**config.mk**
```make
export PLATFORM = sky130hd
export DESIGN_NAME = i2c_conv_front
export DESIGN_NICKNAME = d
export VERILOG_FILES = /design/src/rtl/i2c_conv_pkg.sv /design/src/rtl/i2c_conv_sync.sv /design/src/rtl/i2c_conv_busmon.sv /design/src/rtl/i2c_conv_fsm.sv /design/src/rtl/i2c_conv_front.sv
export SDC_FILE = /design/constraint.sdc
export NUM_CORES = 1
export LEC_CHECK = 0
export BUFFER_PORTS_ARGS = -buffer_cell sky130_fd_sc_hd__buf_2
export CORE_ASPECT_RATIO = 0.9
export CORE_MARGIN = 5
export CORE_UTILIZATION = 50
export DETAILED_ROUTE_END_ITERATION = 10
export PLACE_DENSITY = 0.71
export SYNTH_ARGS = -nofsm -noshare
export SYNTH_HDL_FRONTEND = slang
export SYNTH_HIERARCHICAL = 1
export SYNTH_SLANG_ARGS = --single-unit
```
**constraint.sdc**
```tcl
create_clock -name clk -period 4.74 [get_ports clk]
set_input_delay 0.474 -clock clk [delete_from_list [all_inputs] [get_ports clk]]
set_output_delay 0.474 -clock clk [all_outputs]
set_load 0.01 [all_outputs]
```
**src/rtl/i2c_conv_pkg.sv**
```systemverilog
package i2c_conv_pkg;
  typedef enum logic [2:0] {
    ST_IDLE, ST_ADDR, ST_ACK, ST_CONV, ST_TX, ST_MACK, ST_HSNAK
  } bus_st_t;

  function automatic logic addr_hit(input logic [7:0] rx, input logic [2:0] fixed_hi,
                                    input logic [3:0] strap);
    return rx[7:1] == {fixed_hi, strap};
  endfunction

  function automatic logic is_hs_code(input logic [7:0] rx);
    return rx[7:3] == 5'b00001;
  endfunction
endpackage

```
**src/rtl/i2c_conv_sync.sv**
```systemverilog
module i2c_conv_sync #(
  parameter int STAGES = 2,
  parameter logic RST_VAL = 1'b1
) (
  input  logic clk,
  input  logic rst_n,
  input  logic d_in,
  output logic q_out
);
  logic [STAGES-1:0] chain;

  genvar g;
  generate
    for (g = 0; g < STAGES; g++) begin : g_stage
      always_ff @(posedge clk or negedge rst_n) begin
        if (!rst_n) chain[g] <= RST_VAL;
        else if (g == 0) chain[g] <= d_in;
        else chain[g] <= chain[(g == 0) ? 0 : g-1];
      end
    end
  endgenerate

  assign q_out = chain[STAGES-1];
endmodule

```
**src/rtl/i2c_conv_busmon.sv**
```systemverilog
module i2c_conv_busmon #(
  parameter int SYNC_STAGES = 2
) (
  input  logic clk,
  input  logic rst_n,
  input  logic scl_raw,
  input  logic sda_raw,
  output logic scl_s,
  output logic sda_s,
  output logic scl_rise,
  output logic scl_fall,
  output logic start_evt,
  output logic stop_evt
);
  logic scl_q, sda_q;

  i2c_conv_sync #(.STAGES(SYNC_STAGES), .RST_VAL(1'b1)) u_scl_sync (
    .clk(clk), .rst_n(rst_n), .d_in(scl_raw), .q_out(scl_s));
  i2c_conv_sync #(.STAGES(SYNC_STAGES), .RST_VAL(1'b1)) u_sda_sync (
    .clk(clk), .rst_n(rst_n), .d_in(sda_raw), .q_out(sda_s));

  always_ff @(posedge clk or negedge rst_n) begin
    if (!rst_n) begin
      scl_q <= 1'b1;
      sda_q <= 1'b1;
    end else begin
      scl_q <= scl_s;
      sda_q <= sda_s;
    end
  end

  assign scl_rise  = scl_s & ~scl_q;
  assign scl_fall  = ~scl_s & scl_q;
  assign start_evt = scl_s & scl_q & sda_q & ~sda_s;
  assign stop_evt  = scl_s & scl_q & ~sda_q & sda_s;
endmodule

```
**src/rtl/i2c_conv_fsm.sv**
```systemverilog
module i2c_conv_fsm
  import i2c_conv_pkg::*;
#(
  parameter int RES_W = 16,
  parameter logic [2:0] FIXED_HI = 3'b011
) (
  input  logic             clk,
  input  logic             rst_n,
  input  logic             scl_s,
  input  logic             sda_s,
  input  logic             scl_rise,
  input  logic             scl_fall,
  input  logic             start_evt,
  input  logic             stop_evt,
  input  logic [3:0]       strap,
  input  logic             conv_done,
  input  logic [RES_W-1:0] conv_result,
  output logic             scl_low,
  output logic             sda_low,
  output logic             conv_start,
  output logic             pwr_hint,
  output logic             hs
);
  localparam int NBYTES = RES_W / 8;
  localparam int BI_W   = (NBYTES > 1) ? $clog2(NBYTES) : 1;

  bus_st_t          state;
  logic [3:0]       cnt;
  logic [7:0]       rx_byte;
  logic [RES_W-1:0] tx_word;
  logic [BI_W-1:0]  byte_idx;
  logic             master_ack;

  always_ff @(posedge clk or negedge rst_n) begin
    if (!rst_n) begin
      state      <= ST_IDLE;
      cnt        <= '0;
      rx_byte    <= '0;
      tx_word    <= '0;
      byte_idx   <= '0;
      master_ack <= 1'b0;
      scl_low    <= 1'b0;
      sda_low    <= 1'b0;
      conv_start <= 1'b0;
      pwr_hint   <= 1'b0;
      hs         <= 1'b0;
    end else begin
      conv_start <= 1'b0;
      if (stop_evt) begin
        state   <= ST_IDLE;
        scl_low <= 1'b0;
        sda_low <= 1'b0;
        hs      <= 1'b0;
      end else if (start_evt) begin
        state   <= ST_ADDR;
        cnt     <= '0;
        scl_low <= 1'b0;
        sda_low <= 1'b0;
      end else begin
        unique case (state)
          ST_IDLE: ;
          ST_ADDR: begin
            if (scl_rise && cnt < 4'd8) begin
              rx_byte <= {rx_byte[6:0], sda_s};
              cnt     <= cnt + 4'd1;
            end else if (scl_fall && cnt == 4'd8) begin
              if (addr_hit(rx_byte, FIXED_HI, strap)) begin
                sda_low  <= 1'b1;
                pwr_hint <= rx_byte[0];
                state    <= ST_ACK;
              end else if (is_hs_code(rx_byte)) begin
                state <= ST_HSNAK;
              end else begin
                state <= ST_IDLE;
              end
            end
          end
          ST_ACK: begin
            if (scl_fall) begin
              sda_low    <= 1'b0;
              scl_low    <= 1'b1;
              conv_start <= 1'b1;
              state      <= ST_CONV;
            end
          end
          ST_CONV: begin
            if (conv_done) begin
              tx_word  <= conv_result;
              sda_low  <= ~conv_result[RES_W-1];
              scl_low  <= 1'b0;
              cnt      <= '0;
              byte_idx <= '0;
              state    <= ST_TX;
            end
          end
          ST_TX: begin
            if (scl_fall) begin
              tx_word <= tx_word << 1;
              if (cnt == 4'd7) begin
                sda_low <= 1'b0;
                state   <= ST_MACK;
              end else begin
                sda_low <= ~tx_word[RES_W-2];
                cnt     <= cnt + 4'd1;
              end
            end
          end
          ST_MACK: begin
            if (scl_rise) begin
              master_ack <= ~sda_s;
            end else if (scl_fall) begin
              if (!master_ack) begin
                state <= ST_IDLE;
              end else if (byte_idx == BI_W'(NBYTES-1)) begin
                scl_low    <= 1'b1;
                conv_start <= 1'b1;
                state      <= ST_CONV;
              end else begin
                byte_idx <= byte_idx + 1'b1;
                cnt      <= '0;
                sda_low  <= ~tx_word[RES_W-1];
                state    <= ST_TX;
              end
            end
          end
          ST_HSNAK: begin
            if (scl_fall) begin
              hs    <= 1'b1;
              state <= ST_IDLE;
            end
          end
          default: state <= ST_IDLE;
        endcase
      end
    end
  end

  AST_START_PULSE: assert property (@(posedge clk) disable iff (!rst_n)
    conv_start |=> !conv_start);
  AST_STRETCH_WITH_START: assert property (@(posedge clk) disable iff (!rst_n)
    conv_start |-> scl_low);
  AST_NO_SDA_IN_STRETCH: assert property (@(posedge clk) disable iff (!rst_n)
    scl_low |-> !sda_low);
  AST_SDA_MOVES_SCL_LOW: assert property (@(posedge clk) disable iff (!rst_n)
    !$stable(sda_low) |-> !scl_s);
  AST_STOP_CLEARS_HS: assert property (@(posedge clk) disable iff (!rst_n)
    stop_evt |=> !hs);
endmodule

```
**src/rtl/i2c_conv_front.sv**
```systemverilog
module i2c_conv_front #(
  parameter int SYNC_STAGES = 2,
  parameter int RES_W = 16
) (
  input  logic             clk,
  input  logic             rst_n,
  input  logic             scl_in,
  input  logic             sda_in,
  input  logic [3:0]       addr_strap,
  input  logic             conv_done,
  input  logic [RES_W-1:0] conv_result,
  output logic             scl_drive_low,
  output logic             sda_drive_low,
  output logic             conv_start,
  output logic             conv_pwr_hint,
  output logic             hs_mode
);
  logic scl_s, sda_s, scl_rise, scl_fall, start_evt, stop_evt;

  i2c_conv_busmon #(.SYNC_STAGES(SYNC_STAGES)) u_mon (
    .clk(clk), .rst_n(rst_n), .scl_raw(scl_in), .sda_raw(sda_in),
    .scl_s(scl_s), .sda_s(sda_s), .scl_rise(scl_rise), .scl_fall(scl_fall),
    .start_evt(start_evt), .stop_evt(stop_evt));

  i2c_conv_fsm #(.RES_W(RES_W), .FIXED_HI(3'b011)) u_fsm (
    .clk(clk), .rst_n(rst_n), .scl_s(scl_s), .sda_s(sda_s),
    .scl_rise(scl_rise), .scl_fall(scl_fall),
    .start_evt(start_evt), .stop_evt(stop_evt), .strap(addr_strap),
    .conv_done(conv_done), .conv_result(conv_result),
    .scl_low(scl_drive_low), .sda_low(sda_drive_low), .conv_start(conv_start),
    .pwr_hint(conv_pwr_hint), .hs(hs_mode));
endmodule

```
==> results of run 1 <==
[per-layer routing]
layer  up-vias  global-route usage, %
met1       858                   22.9
met2        53                   22.6
met3         7                   3.86
met5         -                      0
li1        900                      -
met4         0                   6.27
[layout make-up]
type | instances | area (µm²)
inverter | 8 | 30.0
tap | 65 | 81.3
sequential | 44 | 1110
timing repair buffer | 29 | 145
multi-input combinational | 174 | 1240
fill | 434 | 2120
clock inverter | 2 | 35.0
clock buffer | 6 | 72.6
[sequential cells by signal (all words and copies together), names as in the netlist, 3 cells and up]
register       cells
u_fsm/tx_word     16
u_fsm/cnt          4
u_fsm/state        3
u_fsm/rx_byte      8
[logic make-up after synthesis]
logic type	after synthesis
AND/OR/NAND/NOR	80
XOR/XNOR	5
flip-flops	44
buffers and inverters	22
adder cells (fa/ha/maj)	2
AO/OA/AOI/OAI	63
multiplexers	24
[stage by stage]
stage / cells / area, µm² / setup WS, ns
floorplan: 240 / 2470 / 2.83
detailed placement: 320 / 2600 / 2.20
finish: 328 / 2710 / 2.13
global placement: 320 / 2600 / 2.23
CTS: 328 / 2710 / 2.20
global route: 328 / 2710 / 1.82
[Yosys cell counts (all sizes together)]
library cell / number
a211o: 3
a21o: 2
a21oi: 3
a22o: 1
a311oi: 2
a31oi: 2
a32oi: 1
a41o: 1
a41oi: 7
and2: 2
and3b: 2
and4b: 2
buf: 9
clkbuf: 5
dfrtp: 38
dfstp: 6
ha: 2
inv: 8
mux2: 9
mux2i: 15
nand2: 26
nand2b: 7
nand3: 5
nand4: 2
nand4b: 2
nor2: 9
nor2b: 11
nor3: 3
nor3b: 3
nor4: 1
nor4b: 1
o2111ai: 1
o211ai: 1
o21a: 1
o21ai: 32
o21bai: 2
o2bb2ai: 1
o311ai: 1
o31ai: 1
o32ai: 1
or2: 2
or3: 2
xnor2: 4
xor2: 1
[where the power goes]
group | total, W | switching, W | internal (W) | leakage, nW
clock network | 0.000280 | 0.000123 | 0.000156 | 0.0552
logic | 0.000472 | 0.000251 | 0.000221 | 0.593
registers | 0.000628 | 0.000145 | 0.000483 | 0.566
total | 0.00138 | 0.000519 | 0.000861 | 1.21
[final timing paths]
kind                                             endpoint  depth (start not counted)                 startpoint
worst min register to register     u_mon/u_sda_sync/q_out                          0  u_mon/u_sda_sync/chain[0]
worst min-delay path            u_mon/u_scl_sync/chain[0]                          1                     scl_in
worst max register to register           u_fsm/tx_word[9]                          5             u_fsm/state[2]
min in group asynchronous                u_fsm/rx_byte[0]                          1                      rst_n
worst max-delay path                     u_fsm/tx_word[9]                          5             u_fsm/state[2]
max in group asynchronous                  u_fsm/pwr_hint                          1                      rst_n
==> summary.txt, run 1 <==
Status - finished, final reports clean
Port bufs - 29
Hold slack - 0.268 ns
Fin. max-slew vios - 0
Post-CTS Hold Fix Bufs - 0
Seq cells post-synth - 44
Routed Antenna Nets - 0
Overall power - 0.00138 W
Cell family with most CP delay - simple AND/OR/NAND/NOR gates
Vias in the first global route - 1716
Leading area contributor after synthesis - dfrtp_1
Post-CTS Setup Bufs - 0
Cells after Synth - 240
Peak VDD IR - 0.238 mV
Share of post-route cells with drive strength above 1 - 22.4%
Clock Sink Count - 44
Total track usage - 15.8%
CP endpoint kind - register
Power density over the cells - 509 mW/mm²
Initial DRC count - 124
Synth Area in Compound Gates - 17.4%
Pin count of the biggest net entering global routing - 45
Synth Area in Adders - 1.01%
Crit-path max FO - 32
Syn nets - 267
RSZ-0062 raised after global routing - false
Critical Path Slowest Stage Cell - dfrtp_1
Wire length on met3 - 307 µm
DRC viols - 0
Core area - 0.00483 mm²
F_max - 383 MHz
Hpwl dp - 3.40 mm
Vias per cell - 5.54
IO Count - 30
# rows - 24
TritonCTS buffer count - 5
Setup TNS - 0 ns
Top Layer Used - met4
Via count - 1818
Antenna diode count - 0
Drt pass-1 iters - 4
Antenna violations before repair - 0
Clk root buf - clkbuf_8
Distinct cell type count of the synthesized netlist - 53
Remaining global-route overflow - 0
Slew of the pin with the lowest slew margin - 0.950 ns
Die height - 76.7 µm
Arr. time, crit path - 2.74 ns
Top post-synthesis cells by area - dfrtp_1, dfstp_2, mux2i_1, mux2_4, o21ai_0
Slew HR - 36.7%
Commonest non-fill, non-tap cell in the layout - dfrtp_1
Largest family of logic cells by synthesized area - simple AND/OR/NAND/NOR gates
CTS tree - built
Min Clock Period, post-route - 2.61 ns
# resized after CTS - 0
Kind of critical path - register to register
XOR/XNOR Fraction of Synth Area - 1.77%
Met2 wire len - 2.20 mm
Req. time, crit path - 4.87 ns
Die Footprint - 0.00646 mm²
Worst Hold Class - input pin to register
LEAKAGE - 1.21 nW
Most used cell, CP - nand2_1
Avg WL per Cell - 15.0 µm
Cells along the critical path - nor2b_1 -> o2bb2ai_1 -> nand2_1 -> nand2_1 -> o21ai_0
Most frequent cells in the layout - dfrtp_1, buf_2, nand2_1
Max clock buf depth - 2
Yosys warns - 6
Met1 wire length - 2.32 mm
Share of the synthesized area in the top cell type - 38.4%
Final setup violating endpoints - 0
H-tree depth - 2
Worst setup SP type - register
Seq/Total Area, Yosys - 44.8%
Total of max-cap violations - 0
Area Overhead vs Synth - 9.56%
Synth Area in Simple Gates - 18.5%
Final Hold Vio Count - 0
Setup slack, reg-to-reg - 2.13 ns
Fin crit share - 55.0%
Worst-Skew Late Latency - 0.30 ns
Final core utilization - 56.1%
Clock transition at path regs - 0.08 ns
Worst Path Buf+Inv - 0
Initial Utilization - 51.2%
First-pass GRT wire length - 8.26 mm
Post-synthesis mux area share - 11.4%
Post-synthesis cell area - 0.00247 mm²
Synth Area per Inst - 10.3 µm²
Worst clock skew - 0.00945 ns
Post-Route WL - 4.92 mm
Critical path's largest stage delay - 0.85 ns
Final net count - 289
Die X - 84.1 µm
GPL Wtd Cong - 0.871
Note: power is estimated with default switching activity, not from simulation.
==> inputs of run 2 (changes only) <==
Clock period 4.74 ns to 2.6 ns, I/O delays scaled along.
==> summary.txt, run 2 (synthesis results as in run 1) <==
Worst-Skew Late Latency - 0.30 ns (about the same)
Switching power - 0.000962 W (+85%)
Avg WL per Cell - 14.9 µm (-0.64%)
Slew of the pin with the lowest slew margin - 0.953 ns (+0.00315 ns)
Die X - 84.1 µm (unchanged)
Fin crit share - 84.8% (+30 points)
Total track usage - 16.2% (+0.37 points)
Kind of critical path - register to register
Post-CTS Hold Fix Bufs - 0 (unchanged)
Die Footprint - 0.00646 mm² (unchanged)
Final net count - 296 (+2.4%)
Combinational fraction of design power - 35.8% (+1.6 points)
Fillers - 442 (+1.8%)
Biggest registers after layout - u_fsm/tx_word: 16 flops, u_fsm/rx_byte: 8 flops, u_fsm/cnt: 4 flops
Share of post-route cells with drive strength above 1 - 24.8% (+2.4 points)
Via count - 1871 (+2.9%)
Hold slack - 0.0555 ns (-0.212 ns)
Total of max-cap violations - 0 (unchanged)
Commonest non-fill, non-tap cell in the layout - dfrtp_1
Clock Sink Count - 44 (unchanged)
Drt pass-1 iters - 4 (unchanged)
Clk root buf - clkbuf_8
Pin count of the biggest net entering global routing - 45 (unchanged)
# rows - 24 (unchanged)
Max FFs per register - 16 (unchanged)
Initial DRC count - 193 (+56%)
Initial Utilization - 51.2% (unchanged)
Seq. cell area - 0.00111 mm² (unchanged)
Antenna violations before repair - 0 (unchanged)
Hpwl dp - 3.65 mm (+7.2%)
Routed Antenna Nets - 0 (unchanged)
GPL Wtd Cong - 0.962 (+10%)
Antenna diode count - 0 (unchanged)
Core area - 0.00483 mm² (unchanged)
Setup TNS - 0 ns (unchanged)
CP endpoint kind - register
Vias in the first global route - 1842 (+7.3%)
Most flop-heavy register - u_fsm/tx_word
Slew HR - 36.5% (-0.21 points)
IO Count - 30 (unchanged)
Area Overhead vs Synth - 12.4%
# resized after CTS - 0 (unchanged)
Power share of the sequential group - 42.6% (-2.9 points)
Final setup violating endpoints - 0 (unchanged)
F_max - 453 MHz (+18%)
Worst Hold Class - input pin to register
H-tree depth - 2 (unchanged)
Remaining global-route overflow - 0 (unchanged)
Internal power - 0.00166 W (+93%)
Vias per cell - 5.59 (+0.76%)
TritonCTS buffer count - 5 (unchanged)
Clock transition at path regs - 0.08 ns (about the same)
Fin. max-slew vios - 0 (unchanged)
Power density over the cells - 943 mW/mm² (+85%)
Crit-path max FO - 10 (-69%)
RSZ-0062 raised after global routing - false
Die height - 76.7 µm (unchanged)
Post-CTS Setup Bufs - 0 (unchanged)
Clock share of power - 21.6% (+1.3 points)
Multi-input gate area - 0.00124 mm² (unchanged)
LEAKAGE - 1.26 nW (+3.7%)
CTS tree - built
First-pass GRT wire length - 8.56 mm (+3.7%)
Switching share of power - 36.7% (-0.96 points)
Port bufs - 29 (unchanged)
Status - finished, final reports clean
DRC viols - 0 (unchanged)
Max clock buf depth - 2 (unchanged)
Worst clock skew - 0.00679 ns (-0.00266 ns)
Min Clock Period, post-route - 2.21 ns (-0.404 ns)
Most frequent cells in the layout - dfrtp_1, buf_2, nand2_1
Peak VDD IR - 0.533 mV (+120%)
Worst setup SP type - register
Arr. time, crit path - 2.39 ns (-0.35 ns)
Req. time, crit path - 2.79 ns (-2.08 ns)
Final Hold Vio Count - 0 (unchanged)
Post-Route WL - 4.99 mm (+1.5%)
==> run 2: changes by cell type in the layout (fill, tap and decap cells not counted), sizes merged <==
| cell | change |
|---|---|
| clkbuf | +1 |
| clkinv | -1 |
| buf | +7 |
==> run 2: final timing paths <==
check | slack, ns | endpoint | cells past startpoint | from
hold / removal | 0.06 | u_mon/u_scl_sync/chain[0] | 1 | scl_in
hold reg to reg | 0.36 | u_mon/u_scl_sync/q_out | 0 | u_mon/u_scl_sync/chain[0]
setup reg to reg | 0.39 | u_fsm/rx_byte[1] | 5 | u_mon/sda_q
min in group asynchronous | 0.11 | u_fsm/rx_byte[4] | 1 | rst_n
setup / recovery | 0.39 | u_fsm/rx_byte[1] | 5 | u_mon/sda_q
max in group asynchronous | 1.91 | u_fsm/tx_word[14] | 1 | rst_n
==> run 2: metal layers <==
metal  wire length, µm  share of wire (%)  global-route usage [%]  vias to the layer above
met2              2310                 46                    23.3                       46
met5                 0                  0                       0                        -
li1                  -                  -                       -                      922
met4                36               0.72                    3.86                        0
met3               267                5.3                    6.00                        4
met1              2380                 48                    23.1                      899
==> run 2: cell type report <==
class                      count  share of cell area, %
inverter                       8                   1.08
tap                           65                   2.92
timing repair buffer          36                   7.11
multi-input combinational    174                   44.5
sequential                    44                   39.9
clock inverter                 1                   1.08
clock buffer                   7                   3.46
==> run 2: worst max-delay path, stage by stage (launching register included) <==
cell and delay (ns):
dfstp_2 0.53, and4b_1 0.27, nor2_4 0.27, nand2_1 0.10, or3_1 0.54, mux2_4 0.38
==> run 2: power groups by stage <==
stage                     sequential, W  combinational, W  clock (W)
final                           0.00112          0.000940   0.000565
after global routing            0.00115           0.00106   0.000612
after CTS                       0.00111          0.000943   0.000583
after detailed placement        0.00112          0.000940          0
after global placement          0.00112          0.000912          0
after floorplan                 0.00101          0.000843          0
==> run 2: stage by stage <==
step / setup WS [ns] / total power, W / util [%] / std cells / instance area, µm²
6_report: 0.395 / 0.00262 / 57.5 / 335 / 2780
5_1_grt: 0.267 / 0.00282 / 57.5 / 335 / 2780
4_1_cts: 0.403 / 0.00264 / 57.5 / 335 / 2780
3_5_place_dp: 0.411 / 0.00206 / 54.9 / 327 / 2660
3_3_place_gp: 0.480 / 0.00203 / 54.9 / 327 / 2660
2_1_floorplan: 0.694 / 0.00185 / - / 240 / 2470
==> inputs of run 3 (changes only) <==
Settings changed: ABC_AREA set to 1.
Clock period 2.6 ns to 2.2 ns, I/O delays scaled along.
==> summary.txt, run 3 <==
Seq/Total Area, Yosys - 41.5% (-3.3 points)
Seq cells post-synth - 44 (unchanged)
Most instantiated library cell after synthesis - nand2_1
Cell family with most CP delay - simple AND/OR/NAND/NOR gates
Worst-Skew Late Latency - 0.30 ns (about the same)
CP endpoint kind - register
Cells along the critical path - nand2_1 -> nor2_1 -> inv_2 -> nand2_4 -> nor2_1 -> nand2_1 -> nand3_1 -> nor2_1 -> o31ai_2 -> nand2_1 -> o21ai_1
Arr. time, crit path - 2.16 ns (-0.23 ns)
Final core utilization - 56.8% (-0.69 points)
Post-CTS Hold Fix Bufs - 0 (unchanged)
CTS tree - built
Commonest non-fill, non-tap cell in the layout - nand2_1
Top post-synthesis cells by area - dfrtp_1, nand2_1, inv_1, dfstp_2, nor2_1
TritonCTS buffer count - 5 (unchanged)
Total track usage - 18.6% (+2.4 points)
Synth Flop Type - dfrtp_1
Port bufs - 29 (unchanged)
Final setup violating endpoints - 0 (unchanged)
Most flop-heavy register - u_fsm/tx_word
Area Overhead vs Synth - 11.2%
Min Clock Period, post-route - 1.96 ns (-0.242 ns)
Share of post-route cells with drive strength above 1 - 21.4% (-3.4 points)
Pin count of the biggest net entering global routing - 45 (unchanged)
Die X - 87.0 µm (+3.4%)
Top Usage Layer GRT - met2
Slew HR - 63.5% (+27 points)
Slew of the pin with the lowest slew margin - 0.548 ns (-0.405 ns)
Antenna violations before repair - 0 (unchanged)
Share of the synthesized area in the top cell type - 35.6% (-2.8 points)
Most frequent cells after synthesis - nand2_1, inv_1, dfrtp_1, nor2_1, nand3_1
Remaining global-route overflow - 0 (unchanged)
First-pass GRT wire length - 10.2 mm (+20%)
EDFF count, synth - 0 (unchanged)
Max clock buf depth - 2 (unchanged)
Worst Hold Class - input pin to asynchronous set/reset pin
# rows - 25 (+4.2%)
Peak VDD IR - 0.410 mV (-23%)
DRC viols - 0 (unchanged)
Fin crit share - 89.2% (+4.4 points)
Leading area contributor after synthesis - dfrtp_1
Avg WL per Cell - 12.4 µm (-17%)
Synth Area per Inst - 7.40 µm² (-28%)
Met1 Usage GRT - 26.1% (+3.1 points)
Post-synthesis cell area - 0.00267 mm² (+7.9%)
Req. time, crit path - 2.39 ns (-0.40 ns)
Worst Path Buf+Inv - 1 (+1)
Power density over the cells - 733 mW/mm² (-22%)
Antenna diode count - 0 (unchanged)
Initial Utilization - 51.1% (about the same)
Crit-path max FO - 8 (-2)
Overall power - 0.00218 W (-17%)
Status - finished with violations
Final net count - 419 (+42%)
Worst clock skew - 0.0103 ns (+0.00349 ns)
Yosys warns - 6 (unchanged)
Fraction of registers with async set/reset - 100% (unchanged)
Vias per cell - 5.04 (-9.7%)
GRT met2 Usage - 28.1% (+4.9 points)
LEAKAGE - 1.59 nW (+26%)
# resized after CTS - 0 (unchanged)
Met3 Use GR - 3.42% (-2.6 points)
Final Hold Vio Count - 34 (+34)
Core area - 0.00522 mm² (+8.0%)
Syn nets - 388 (+45%)
Critical path's largest stage delay - 0.56 ns (+0.02 ns)
Fillers - 513 (+16%)
Total of max-cap violations - 0 (unchanged)
H-tree depth - 2 (unchanged)
Worst setup SP type - register
Distinct cell type count of the synthesized netlist - 37 (-30%)
Cells after Synth - 361 (+50%)
GPL Wtd Cong - 1.01 (+4.6%)
Biggest registers after layout - u_fsm/tx_word: 16 flops, u_fsm/rx_byte: 8 flops, u_fsm/cnt: 4 flops
Max FFs per register - 16 (unchanged)
RSZ-0062 raised after global routing - false
Fin. max-slew vios - 0 (unchanged)
F_max - 509 MHz (+12%)
Die Footprint - 0.00690 mm² (+6.9%)
Hpwl dp - 4.26 mm (+17%)
Initial DRC count - 198 (+2.6%)
Setup TNS - 0 ns (unchanged)
Critical Path Slowest Stage Cell - dfstp_2
IO Count - 30 (unchanged)
Hold slack - -0.0193 ns (-0.0748 ns)
Kind of critical path - register to register
Vias in the first global route - 2281 (+24%)
Most frequent cells in the layout - nand2_1, inv_1, nor2_1, dfrtp_1, buf_2
Drt pass-1 iters - 4 (unchanged)
Routed Antenna Nets - 0 (unchanged)
Violated checks - negative hold slack
Via count - 2319 (+24%)
Die height - 79.3 µm (+3.4%)
Clock Sink Count - 44 (unchanged)
Post-Route WL - 5.71 mm (+14%)
Post-CTS Setup Bufs - 0 (unchanged)
Clk root buf - clkbuf_8
Clock transition at path regs - 0.09 ns (about the same)
-- run 3: changes by cell type after synthesis, sizes merged, moves of 7 or more --
cell,delta
nand2,+82
nand3,+23
nor2b,-11
inv,+44
mux2,-9
o21ai,+9
nor2,+36
a41oi,-7
mux2i,-15
-- run 3: through the flow --
stage	cells	setup slack [ns]	area, µm²	hold WS, ns
finish	460	0.237	2970	-0.0193
global route	460	0.0204	2970	0.000195
CTS	460	0.247	2970	0.000533
detailed placement	452	0.258	2850	0.327
global placement	452	0.295	2850	0.325
floorplan	361	0.356	2670	-0.0756
-- run 3: logic make-up after synthesis --
family | after synthesis | synth area share (%)
buffers and inverters | 62 | 10.6
AOI/OAI and AO/OA | 57 | 13.4
and+or+nand+nor | 194 | 32.9
adders and majority gates | 2 | 0.937
DFF | 44 | 41.5
xor gates and xnor gates | 2 | 0.656
-- run 3: layout make-up --
cell class | count | area, µm² | area share, %
multi-input combinational | 255 | 1280 | 43.1
sequential | 44 | 1110 | 37.3
inverter | 52 | 200 | 6.74
timing repair buffer | 34 | 183 | 6.15
tap | 67 | 83.8 | 2.82
clock buffer | 5 | 68.8 | 2.32
clock inverter | 3 | 46.3 | 1.56
-- run 3: routing by layer --
layer	vias to the layer above	routed length, µm
met2	63	2580
met4	0	79
met1	1047	2760
met3	8	288
li1	1201	-
met5	-	0
-- run 3: power breakdown --
part	switching (W)	leakage [nW]	internal, W
Clock	0.000302	0.0548	0.000342
Combinational	0.000291	1.04	0.000200
Sequential	0.000101	0.500	0.000940
-- run 3: final timing paths --
check / slack [ns] / to / cells past startpoint / start
worst max register to register: 0.24 / u_fsm/scl_low / 11 / u_mon/u_scl_sync/q_out
min in group clk: 0.01 / u_mon/u_scl_sync/chain[0] / 1 / scl_in
worst min-delay path: -0.02 / u_fsm/scl_low / 2 / rst_n
worst max-delay path: 0.24 / u_fsm/scl_low / 11 / u_mon/u_scl_sync/q_out
worst min register to register: 0.36 / u_mon/u_scl_sync/q_out / 0 / u_mon/u_scl_sync/chain[0]
max in group asynchronous: 1.83 / u_mon/u_scl_sync/chain[0] / 2 / rst_n
